File: src/rtl/dual_rx_deser_pkg.sv
package dual_rx_deser_pkg;
   typedef enum logic [1:0] {
      ST_HUNT = 2'd0,
      ST_DATA = 2'd1,
      ST_PAR  = 2'd2,
      ST_STOP = 2'd3
   } rx_st_e;
endpackage

File: src/rtl/rx_sync_collect.sv
module rx_sync_collect #(
   parameter int DATA_W = 8
) (
   input  logic              clk,
   input  logic              rst_n,
   input  logic              en,
   input  logic              stb,
   input  logic              bit_in,
   output logic              push,
   output logic [DATA_W-1:0] push_data
);
   localparam int CNT_W = $clog2(DATA_W);
   localparam logic [CNT_W-1:0] LAST = CNT_W'(DATA_W - 1);

   logic [CNT_W-1:0]  pos_q;
   logic [DATA_W-1:0] sh_q;

   always_ff @(posedge clk or negedge rst_n) begin
      if (!rst_n) begin
         pos_q <= '0;
         sh_q  <= '0;
      end else if (!en) begin
         pos_q <= '0;
      end else if (stb) begin
         sh_q[pos_q] <= bit_in;
         pos_q       <= (pos_q == LAST) ? '0 : pos_q + 1'b1;
      end
   end

   assign push      = en && stb && (pos_q == LAST);
   assign push_data = {bit_in, sh_q[DATA_W-2:0]};

   // leaving synchronous mode always leaves the group position at zero
   p_restart_r2: assert property (@(posedge clk) disable iff (!rst_n)
      $fell(en) |=> (pos_q == '0));
endmodule

File: src/rtl/rx_async_frame.sv
module rx_async_frame
   import dual_rx_deser_pkg::*;
#(
   parameter int DATA_W = 8
) (
   input  logic              clk,
   input  logic              rst_n,
   input  logic              en,
   input  logic              stb,
   input  logic              bit_in,
   input  logic              len8,
   input  logic              odd,
   input  logic              par_en,
   output logic              push,
   output logic [DATA_W-1:0] push_data,
   output logic              push_perr
);
   localparam int CNT_W = $clog2(DATA_W);
   localparam logic [CNT_W-1:0] LAST_LONG  = CNT_W'(DATA_W - 1);
   localparam logic [CNT_W-1:0] LAST_SHORT = CNT_W'(DATA_W - 2);

   rx_st_e            st_q;
   logic [CNT_W-1:0]  pos_q;
   logic [DATA_W-1:0] sh_q;
   logic              acc_q;
   logic              bad_q;
   logic [CNT_W-1:0]  last_pos;

   assign last_pos = len8 ? LAST_LONG : LAST_SHORT;

   always_ff @(posedge clk or negedge rst_n) begin
      if (!rst_n) begin
         st_q  <= ST_HUNT;
         pos_q <= '0;
         sh_q  <= '0;
         acc_q <= 1'b0;
         bad_q <= 1'b0;
      end else if (!en) begin
         st_q  <= ST_HUNT;
         pos_q <= '0;
      end else if (stb) begin
         unique case (st_q)
            ST_HUNT: begin
               if (!bit_in) begin
                  st_q  <= ST_DATA;
                  pos_q <= '0;
                  acc_q <= 1'b0;
                  bad_q <= 1'b0;
               end
            end
            ST_DATA: begin
               sh_q[pos_q] <= bit_in;
               acc_q       <= acc_q ^ bit_in;
               if (pos_q == last_pos) begin
                  st_q <= par_en ? ST_PAR : ST_STOP;
               end else begin
                  pos_q <= pos_q + 1'b1;
               end
            end
            ST_PAR: begin
               bad_q <= (acc_q ^ bit_in) != odd;
               st_q  <= ST_STOP;
            end
            ST_STOP: begin
               st_q <= ST_HUNT;
            end
            default: st_q <= ST_HUNT;
         endcase
      end
   end

   assign push      = en && stb && (st_q == ST_STOP) && bit_in;
   assign push_data = len8 ? sh_q : {1'b0, sh_q[DATA_W-2:0]};
   assign push_perr = bad_q;

   // an idle mark never starts a character
   p_idle_mark_r3: assert property (@(posedge clk) disable iff (!rst_n)
      (en && stb && bit_in && st_q == ST_HUNT) |=> (st_q == ST_HUNT));
   // a space in the stop slot returns to hunting
   p_stop_space_r8: assert property (@(posedge clk) disable iff (!rst_n)
      (en && stb && !bit_in && st_q == ST_STOP) |=> (st_q == ST_HUNT));
endmodule

File: src/rtl/rx_host_reg.sv
module rx_host_reg #(
   parameter int DATA_W = 8
) (
   input  logic              clk,
   input  logic              rst_n,
   input  logic              push,
   input  logic [DATA_W-1:0] push_data,
   input  logic              push_perr,
   input  logic              rd,
   input  logic              perr_clr,
   output logic [DATA_W-1:0] data_q,
   output logic              avail_q,
   output logic              perr_q
);
   always_ff @(posedge clk or negedge rst_n) begin
      if (!rst_n) begin
         data_q  <= '0;
         avail_q <= 1'b0;
         perr_q  <= 1'b0;
      end else begin
         if (push) data_q <= push_data;
         if (push)    avail_q <= 1'b1;
         else if (rd) avail_q <= 1'b0;
         if (push && push_perr) perr_q <= 1'b1;
         else if (perr_clr)     perr_q <= 1'b0;
      end
   end

   p_avail_set_r9: assert property (@(posedge clk) disable iff (!rst_n)
      push |=> avail_q);
   p_avail_clr_r9: assert property (@(posedge clk) disable iff (!rst_n)
      (rd && !push) |=> !avail_q);
   p_perr_sticky_r6: assert property (@(posedge clk) disable iff (!rst_n)
      (perr_q && !perr_clr) |=> perr_q);
endmodule

File: src/rtl/dual_rx_deser.sv
module dual_rx_deser #(
   parameter int DATA_W = 8
) (
   input  logic              clk,
   input  logic              rst_n,
   input  logic              bit_stb,
   input  logic              bit_in,
   input  logic              cfg_async,
   input  logic              cfg_len8,
   input  logic              cfg_odd,
   input  logic              cfg_par_en,
   input  logic              rx_rd,
   input  logic              par_clr,
   output logic [DATA_W-1:0] rx_data,
   output logic              byte_avail,
   output logic              par_err
);
   generate
      if (DATA_W < 2) begin : g_bad_width
         $error("dual_rx_deser: DATA_W must be at least 2");
      end
   endgenerate

   logic              s_push, a_push, a_perr, h_push, h_perr;
   logic [DATA_W-1:0] s_data, a_data, h_data;

   rx_sync_collect #(.DATA_W(DATA_W)) u_sync (
      .clk(clk), .rst_n(rst_n), .en(!cfg_async), .stb(bit_stb), .bit_in(bit_in),
      .push(s_push), .push_data(s_data)
   );

   rx_async_frame #(.DATA_W(DATA_W)) u_async (
      .clk(clk), .rst_n(rst_n), .en(cfg_async), .stb(bit_stb), .bit_in(bit_in),
      .len8(cfg_len8), .odd(cfg_odd), .par_en(cfg_par_en),
      .push(a_push), .push_data(a_data), .push_perr(a_perr)
   );

   assign h_push = s_push | a_push;
   assign h_data = a_push ? a_data : s_data;
   assign h_perr = a_push & a_perr;

   rx_host_reg #(.DATA_W(DATA_W)) u_host (
      .clk(clk), .rst_n(rst_n), .push(h_push), .push_data(h_data),
      .push_perr(h_perr), .rd(rx_rd), .perr_clr(par_clr),
      .data_q(rx_data), .avail_q(byte_avail), .perr_q(par_err)
   );

   // the two collectors never deliver in the same cycle
   p_one_source_r1: assert property (@(posedge clk) disable iff (!rst_n)
      !(s_push && a_push));
   // a short character leaves the top data bit clear
   p_short_top_zero_r4: assert property (@(posedge clk) disable iff (!rst_n)
      (a_push && !cfg_len8) |=> (rx_data[DATA_W-1] == 1'b0));
endmodule

File: config.mk
export PLATFORM = sky130hd
export DESIGN_NAME = dual_rx_deser
export DESIGN_NICKNAME = d
export VERILOG_FILES = /design/src/rtl/dual_rx_deser_pkg.sv /design/src/rtl/rx_sync_collect.sv /design/src/rtl/rx_async_frame.sv /design/src/rtl/rx_host_reg.sv /design/src/rtl/dual_rx_deser.sv
export SDC_FILE = /design/constraint.sdc
export NUM_CORES = 1
export LEC_CHECK = 0
export ABC_AREA = 1
export BUFFER_PORTS_ARGS = -buffer_cell sky130_fd_sc_hd__buf_2
export CAP_MARGIN = 20
export CORE_ASPECT_RATIO = 0.9
export CORE_MARGIN = 2
export CORE_UTILIZATION = 40
export DETAILED_ROUTE_END_ITERATION = 10
export GPL_TIMING_DRIVEN = 0
export PLACE_DENSITY = 0.62
export SLEW_MARGIN = 20
export SYNTH_ARGS = -nofsm -noshare
export SYNTH_HDL_FRONTEND = slang
export SYNTH_SLANG_ARGS = --single-unit
File: constraint.sdc
create_clock -name clk -period 1.7 [get_ports clk]
set_input_delay 0.085 -clock clk [delete_from_list [all_inputs] [get_ports clk]]
set_output_delay 0.085 -clock clk [all_outputs]
set_load 0.02 [all_outputs]
==> reports/qor_table.md, run 1 <==
| Result | Value | Unit |
|:---|:---|:---|
| Peak VDD IR | 0.000491 | V |
| Crit-path slowest cell | dfrtp_1 | - |
| Switching power share of the total | 35.7 | % |
| Time the worst path needs with I/O delays and setup | 1.52 | ns |
| Post-synthesis compound-gate area fraction | 8.56 | % |
| Worst min-delay path startpoint | rx_rd | - |
| Post-Synth Simple-Gate Area | 31.0 | % |
| Mean area per synthesized cell | 7.48 | µm² |
| CTS tree | built | - |
| Nature of the critical path startpoint | flop | - |
| Adder-cell share of the synthesized area | 5.84 | % |
| Leakage | 1.17 | nW |
| Combinational family with the most area after synthesis | simple AND/OR/NAND/NOR gates | - |
| Max-slew violations | 0 | - |
| RD Place Congestion | 0.859 | - |
| Remaining max-slew budget at the tightest pin | 47.8 | % |
| Setup repair after global routing missed its margin | no | - |
| Portion of synthesized cell area occupied by the leading cell type | 45.4 | % |
| Reg2reg end | u_async.pos_q[0] | - |
| Total of max-cap violations | 0 | - |
| Most frequent cells after synthesis | nand2_1, dfrtp_1, inv_1 | - |
| Maximum number of pins on one net before global-route repair | 36 | - |
| Combined global-route utilization of all metal layers | 15.8 | % |
| Vias after detailed routing | 1593 | - |
| First-pass GRT wire length | 6870 | µm |
| I/O pins | 20 | - |
| Average via count per standard cell | 4.59 | - |
| TritonCTS sink count | 35 | - |
| Cell count after synthesis | 258 | - |
| Clock share of power | 24.2 | % |
| Power per unit of standard cell area | 1140 | nW/µm² |
| Fraction of final layout cells with drive strength greater than 1 | 14.0 | % |
| Total Die Area | 5400 | µm² |
| Worst-Margin Slew | 0.784 | ns |
| Post-synth EDFFs | 0 | - |
| Sequential element share of the synthesized area | 45.4 | % |
| HPWL after detailed placement | 2790 | µm |
| Nets | 304 | - |
| Critical path class | flop to flop | - |
| Synthesized Nets | 277 | - |
| Worst path max stage delay | 0.44 | ns |
| Count of yosys warnings during synthesis | 0 | - |
| Core box area | 4550 | µm² |
| Width of the chip | 77.2 | µm |
| Highest net fanout along the worst path | 5 | - |
| Crit path arrival time | 1.69 | ns |
| Initial core utilization | 42.4 | % |
| Setup clock skew after layout | 0.00384 | ns |
| Fmax | 0.660 | GHz |
| Overall die height | 69.9 | µm |
| Multiplexer share of the synthesized area | 0 | % |
| Combinational cell fraction of total power | 30.1 | % |
| Power spent charging and discharging nets | 0.896 | mW |
| Later-pin clock latency in the skew report | 0.28 | ns |
| Number of setup buffers added after CTS | 0 | - |
| Worst path required time | 1.87 | ns |
| WHS Endpoint | u_host.avail_q | - |
| Kind of end point of the critical path | flop | - |
| # fillers | 501 | - |
| Bufs on Longest Clock Path | 2 | - |
| Total Power | 2.51 | mW |
| Internal power | 1.61 | mW |
| Proportion of power drawn by flip-flops and latches | 45.7 | % |
| Cell at the root of the clock tree | clkbuf_8 | - |
| Crit share post-route | 89.1 | % |
| Minimum setup slack among reg-to-reg paths | 0.18 | ns |
| Count of endpoints failing hold in the final timing report | 0 | - |
| Synth area leader | dfrtp_1 | - |
| Number of buffers added by the clock tree synthesis step | 5 | - |
| Initial antenna violation count | 0 | - |
| Area added between synthesis and finish | 14.3 | % |
| Final routed wire length divided by cell count | 10.9 | µm |
| Total overflow reported by the global router | 0 | - |
| Synth area leaders | dfrtp_1, nand2_1, o21ai_0, inv_1, nand3_1 | - |
| Remaining antenna violation count | 0 | - |
| H-Tree Depth | 2 | - |
| Site row count | 23 | - |
| Dominant register cell in the synthesized netlist | dfrtp_1 | - |
| Count of endpoints failing setup in the final report | 0 | - |
| Cell depth of the worst flop-to-flop path | 9 | - |
| Origin of the critical flop-to-flop path | u_async.st_q[0] | - |
| Seq cells post-synth | 35 | - |
| Antenna Diode Count | 0 | - |
| Crit-path most repeated cell | nand2_1 | - |
| Number of iterations in the first detailed-routing pass | 4 | - |
| Number of global-route vias before repair | 1483 | - |
| Port buffer count | 18 | - |
| Clock transition at the registers of the reported paths | 0.07 | ns |
| Most frequent cell after synthesis | nand2_1 | - |
| Total Routed Length | 3770 | µm |
| Worst hold path stage count | 2 | - |
| Summed negative setup slack over all endpoints | 0 | ns |
| Type of the tightest min-delay check | input port to flop | - |
| Share of synthesized registers carrying an async set or reset | 100 | % |
| Outcome | finished, final reports clean | - |
| Number of DRC violations after detailed-routing iteration 0 | 68 | - |
| Xor and xnor area share after synthesis | 0 | % |
| Distinct cell type count after synthesis | 19 | - |
| Synthesized area | 1930 | µm² |
| Chain of cells forming the critical path | inv_1, ha_1, inv_1, nand2_1, nand3_1, nand2_1, nand2_1, nand2_1, nand2_1 | - |
| Residual DRC | 0 | - |
[critical path: cells and delay by family (launching register included)]
family	cells	cell delay (ns)
buf+inv	2	0.23
flops	1	0.44
fa+ha+maj	1	0.24
simple gates	6	0.50
[placed cells by master, fill, tap and decap left out, drive strengths merged]
cell type and count:
ha 9, dlygate4sd3 2, nand3 24, o31ai 1, o211ai 1, nand4 2, inv 37, dfrtp 35
a21oi 3, clkinv 1, o21ai 27, nor2 21, clkbuf 6, nand2 93, buf 22, nand3b 1
[routing by layer]
metal | GRT usage (%) | wire (µm) | vias up
met5 | 0 | 0 | -
met4 | 5.95 | 44 | 0
met3 | 3.62 | 157 | 4
met2 | 23.1 | 1560 | 26
met1 | 22.9 | 2010 | 702
li1 | - | - | 861
[state kept, by name, indices dropped and copies added, names as in the netlist, 2 cells and up]
name / cells
u_host.data_q: 8
u_sync.pos_q: 3
u_async.st_q: 2
u_async.sh_q: 8
u_async.pos_q: 3
u_sync.sh_q: 7
[power groups by stage]
stage	combinational, mW	sequential (mW)	clock [mW]
floorplan	0.433	1.25	0
global placement	0.745	1.15	0
detailed placement	0.755	1.16	0
CTS	0.762	1.15	0.631
global route	0.858	1.17	0.668
finish	0.754	1.15	0.608
[kinds of logic after synthesis]
kind of cell    after synthesis
fa+ha+maj                     9
buf+inv                      41
compound gates               32
flops                        35
simple gates                141
[how the worst max path moves through the flow]
stage                    startpoint          endpoint  slack [ns]  depth (start not counted)
detailed placement  u_async.st_q[1]   u_async.sh_q[6]        0.19                          7
global route        u_async.st_q[1]   u_async.sh_q[4]        0.05                          8
CTS                 u_async.st_q[0]  u_async.pos_q[0]        0.17                          9
global placement    u_async.st_q[0]  u_async.pos_q[0]        0.20                          9
finish              u_async.st_q[0]  u_async.pos_q[0]        0.18                          9
floorplan           u_async.st_q[0]  u_async.pos_q[0]        0.38                          9
[per-stage QoR]
step	instances	setup WS (ns)	hold slack [ns]	area [µm²]	util (%)
2_1_floorplan	258	0.376	-0.211	1930	-
3_3_place_gp	338	0.205	0.219	2100	46.1
3_5_place_dp	338	0.192	0.218	2100	46.1
4_1_cts	347	0.174	0.00633	2200	48.5
5_1_grt	347	0.0459	0.0180	2200	48.5
6_report	347	0.185	0.0166	2200	48.5
[final cells by class]
class | count | area (µm²) | area share (%)
sequential | 35 | 876 | 39.7
timing repair buffer | 20 | 110 | 4.99
buffer | 4 | 38.8 | 1.76
clock buffer | 6 | 82.6 | 3.75
tap | 62 | 77.6 | 3.52
inverter | 37 | 139 | 6.30
clock inverter | 1 | 5.00 | 0.227
multi-input combinational | 182 | 876 | 39.7
[repair_timing]
item / in CTS / in global routing
endpoints found under the setup margin: 0 / 1
hold buffers: 2 / 0
endpoints found under the hold margin: 36 / 0
resized for setup: 0 / 1
Note: power is estimated with default switching activity, not from simulation.
==> inputs of run 2 (changes only) <==
--- a/config.mk
+++ b/config.mk
@@ -14,6 +14,8 @@
 export DETAILED_ROUTE_END_ITERATION = 10
 export GPL_TIMING_DRIVEN = 0
 export PLACE_DENSITY = 0.62
+export RECOVER_POWER = 50
+export SKIP_LAST_GASP = 1
 export SLEW_MARGIN = 20
 export SYNTH_ARGS = -nofsm -noshare
 export SYNTH_HDL_FRONTEND = slang
==> run 2 against run 1 <==
  * Utilization shrank 0.33 points
  * Die area stayed put
  * Non-clock buffer count stayed put
  * Setup slack lost 0.0011 ns
  * Sequential cell count did not move
  * Sequential power is essentially flat
  * Critical path type unchanged
  * Power shrank 0.87%
  * Largest cell class unchanged
==> reports/qor_table.md, run 2 (synthesis gave the netlist of run 1 again) <==
| Result | Value | Unit |
|:---|:---|:---|
| Highest net fanout along the worst path | 5 | - |
| Later-pin clock latency in the skew report | 0.28 | ns |
| Clock transition at the registers of the reported paths | 0.07 | ns |
| Setup clock skew after layout | 0.00386 | ns |
| Top library cells by usage in the layout, fill and taps aside | nand2_1, dfrtp_1, inv_1, o21ai_0, nand3_1 | - |
| Cell at the root of the clock tree | clkbuf_8 | - |
| Peak VDD IR | 0.000490 | V |
| Final core utilization | 48.2 | % |
| Core box area | 4550 | µm² |
| Summed negative setup slack over all endpoints | 0 | ns |
| Overall die height | 69.9 | µm |
| Crit-path most repeated cell | nand2_1 | - |
| Worst min-delay path startpoint | rx_rd | - |
| TritonCTS sink count | 35 | - |
| Total overflow reported by the global router | 0 | - |
| Outcome | finished, final reports clean | - |
| Nets | 304 | - |
| Crit-path slowest cell | dfrtp_1 | - |
| Average via count per standard cell | 4.61 | - |
| Placement-stage worst setup slack | 0.192 | ns |
| Remaining antenna violation count | 0 | - |
| Leakage | 1.13 | nW |
| Bufs on Longest Clock Path | 2 | - |
| Final Cell Area | 2190 | µm² |
| Width of the chip | 77.2 | µm |
| Origin of the critical flop-to-flop path | u_async.st_q[0] | - |
| Power per unit of standard cell area | 1140 | nW/µm² |
| CTS tree | built | - |
| First-pass GRT wire length | 6870 | µm |
| Type of the tightest min-delay check | input port to flop | - |
| Worst path max stage delay | 0.44 | ns |
| Site row count | 23 | - |
| RD Place Congestion | 0.859 | - |
| Setup repair after global routing missed its margin | no | - |
| Chain of cells forming the critical path | inv_1, ha_1, inv_1, nand2_1, nand3_1, nand2_1, nand2_1, nand2_1, nand2_1 | - |
| Initial antenna violation count | 0 | - |
| Final routed wire length divided by cell count | 10.9 | µm |
| Kind of end point of the critical path | flop | - |
| Remaining max-slew budget at the tightest pin | 41.8 | % |
| Max-slew violations | 0 | - |
| Maximum number of pins on one net before global-route repair | 36 | - |
| Initial core utilization | 42.4 | % |
| Antenna Diode Count | 0 | - |
| Final Worst Setup Slack | 0.184 | ns |
| Fmax | 0.659 | GHz |
| Residual DRC | 0 | - |
| Count of endpoints failing hold in the final timing report | 0 | - |
| Worst path required time | 1.87 | ns |
| Worst-Margin Slew | 0.874 | ns |
| I/O pins | 20 | - |
| Vias after detailed routing | 1601 | - |
| Crit path arrival time | 1.69 | ns |
| Total of max-cap violations | 0 | - |
| Hold Worst Slack | 0.0168 | ns |
| Crit share post-route | 89.2 | % |
| Fraction of final layout cells with drive strength greater than 1 | 10.2 | % |
| Total placed instance area | 2100 | µm² |
| Combined global-route utilization of all metal layers | 15.8 | % |
| Nature of the critical path startpoint | flop | - |
| HPWL after detailed placement | 2790 | µm |
| Count of endpoints failing setup in the final report | 0 | - |
| Area added between synthesis and finish | 13.5 | % |
| Launch point of the worst path | u_async.st_q[0] | - |
| Leading registers by flop count | u_async.sh_q (8), u_host.data_q (8), u_sync.sh_q (7) | - |
| Port buffer count | 18 | - |
| Most common cell after layout, fill and taps aside | nand2_1 | - |
| Number of DRC violations after detailed-routing iteration 0 | 55 | - |
| Number of iterations in the first detailed-routing pass | 4 | - |
| Critical path class | flop to flop | - |
| Time the worst path needs with I/O delays and setup | 1.52 | ns |
| H-Tree Depth | 2 | - |
| Total Routed Length | 3790 | µm |
| Number of buffers added by the clock tree synthesis step | 5 | - |
| Total Die Area | 5400 | µm² |
| Number of global-route vias before repair | 1483 | - |
[run 2: through the flow]
step / cells / power (mW)
global route: 347 / 2.68
CTS: 347 / 2.54
detailed placement: 338 / 1.92
global placement: 338 / 1.90
floorplan: 258 / 1.69
finish: 347 / 2.49
[run 2: area by class of cell]
cell class	count	area, µm²
flip-flops and latches	35	876
well taps	62	77.6
clock inverters	1	5.00
repair buffers	20	97.6
fillers	503	2360
clock buffers	6	82.6
plain buffers	4	38.8
multi-input cells	182	873
inverters	37	139
[run 2: worst paths after layout]
| check | depth (start not counted) | slack (ns) | end |
|---|---|---|---|
| max in group asynchronous | 2 | 0.71 | u_async.push_perr |
| setup reg to reg | 9 | 0.18 | u_async.pos_q[0] |
| hold reg to reg | 2 | 0.48 | u_sync.sh_q[2] |
| min in group asynchronous | 2 | 0.45 | u_host.data_q[4] |
| setup / recovery | 9 | 0.18 | u_async.pos_q[0] |
| hold / removal | 2 | 0.02 | u_host.avail_q |
[run 2: report_power, final]
group	internal (mW)	switching [mW]	leakage, nW	total, mW
Sequential	1.03	0.124	0.433	1.15
Clock	0.318	0.290	0.0470	0.608
Combinational	0.244	0.485	0.647	0.729
Total	1.59	0.899	1.13	2.49
[run 2: worst max-delay path: cells and delay by family (launching register included)]
family,cells,cell delay [ns]
simple gates,6,0.51
buf+inv,2,0.23
flops,1,0.44
fa+ha+maj,1,0.24
[run 2: metal layers]
metal	vias up	global-route usage, %	share of wire, %
met5	-	0	0
met4	0	5.95	1.2
met3	4	3.62	5.1
met2	34	23.1	41
met1	703	22.9	52
li1	860	-	-
[run 2: what timing repair did]
item | in CTS | in global routing
setup buffers | 0 | 0
hold endpoints to repair | 36 | 0
setup endpoints to repair | 0 | 1
resized for setup | 0 | 1
hold buffers | 2 | 0
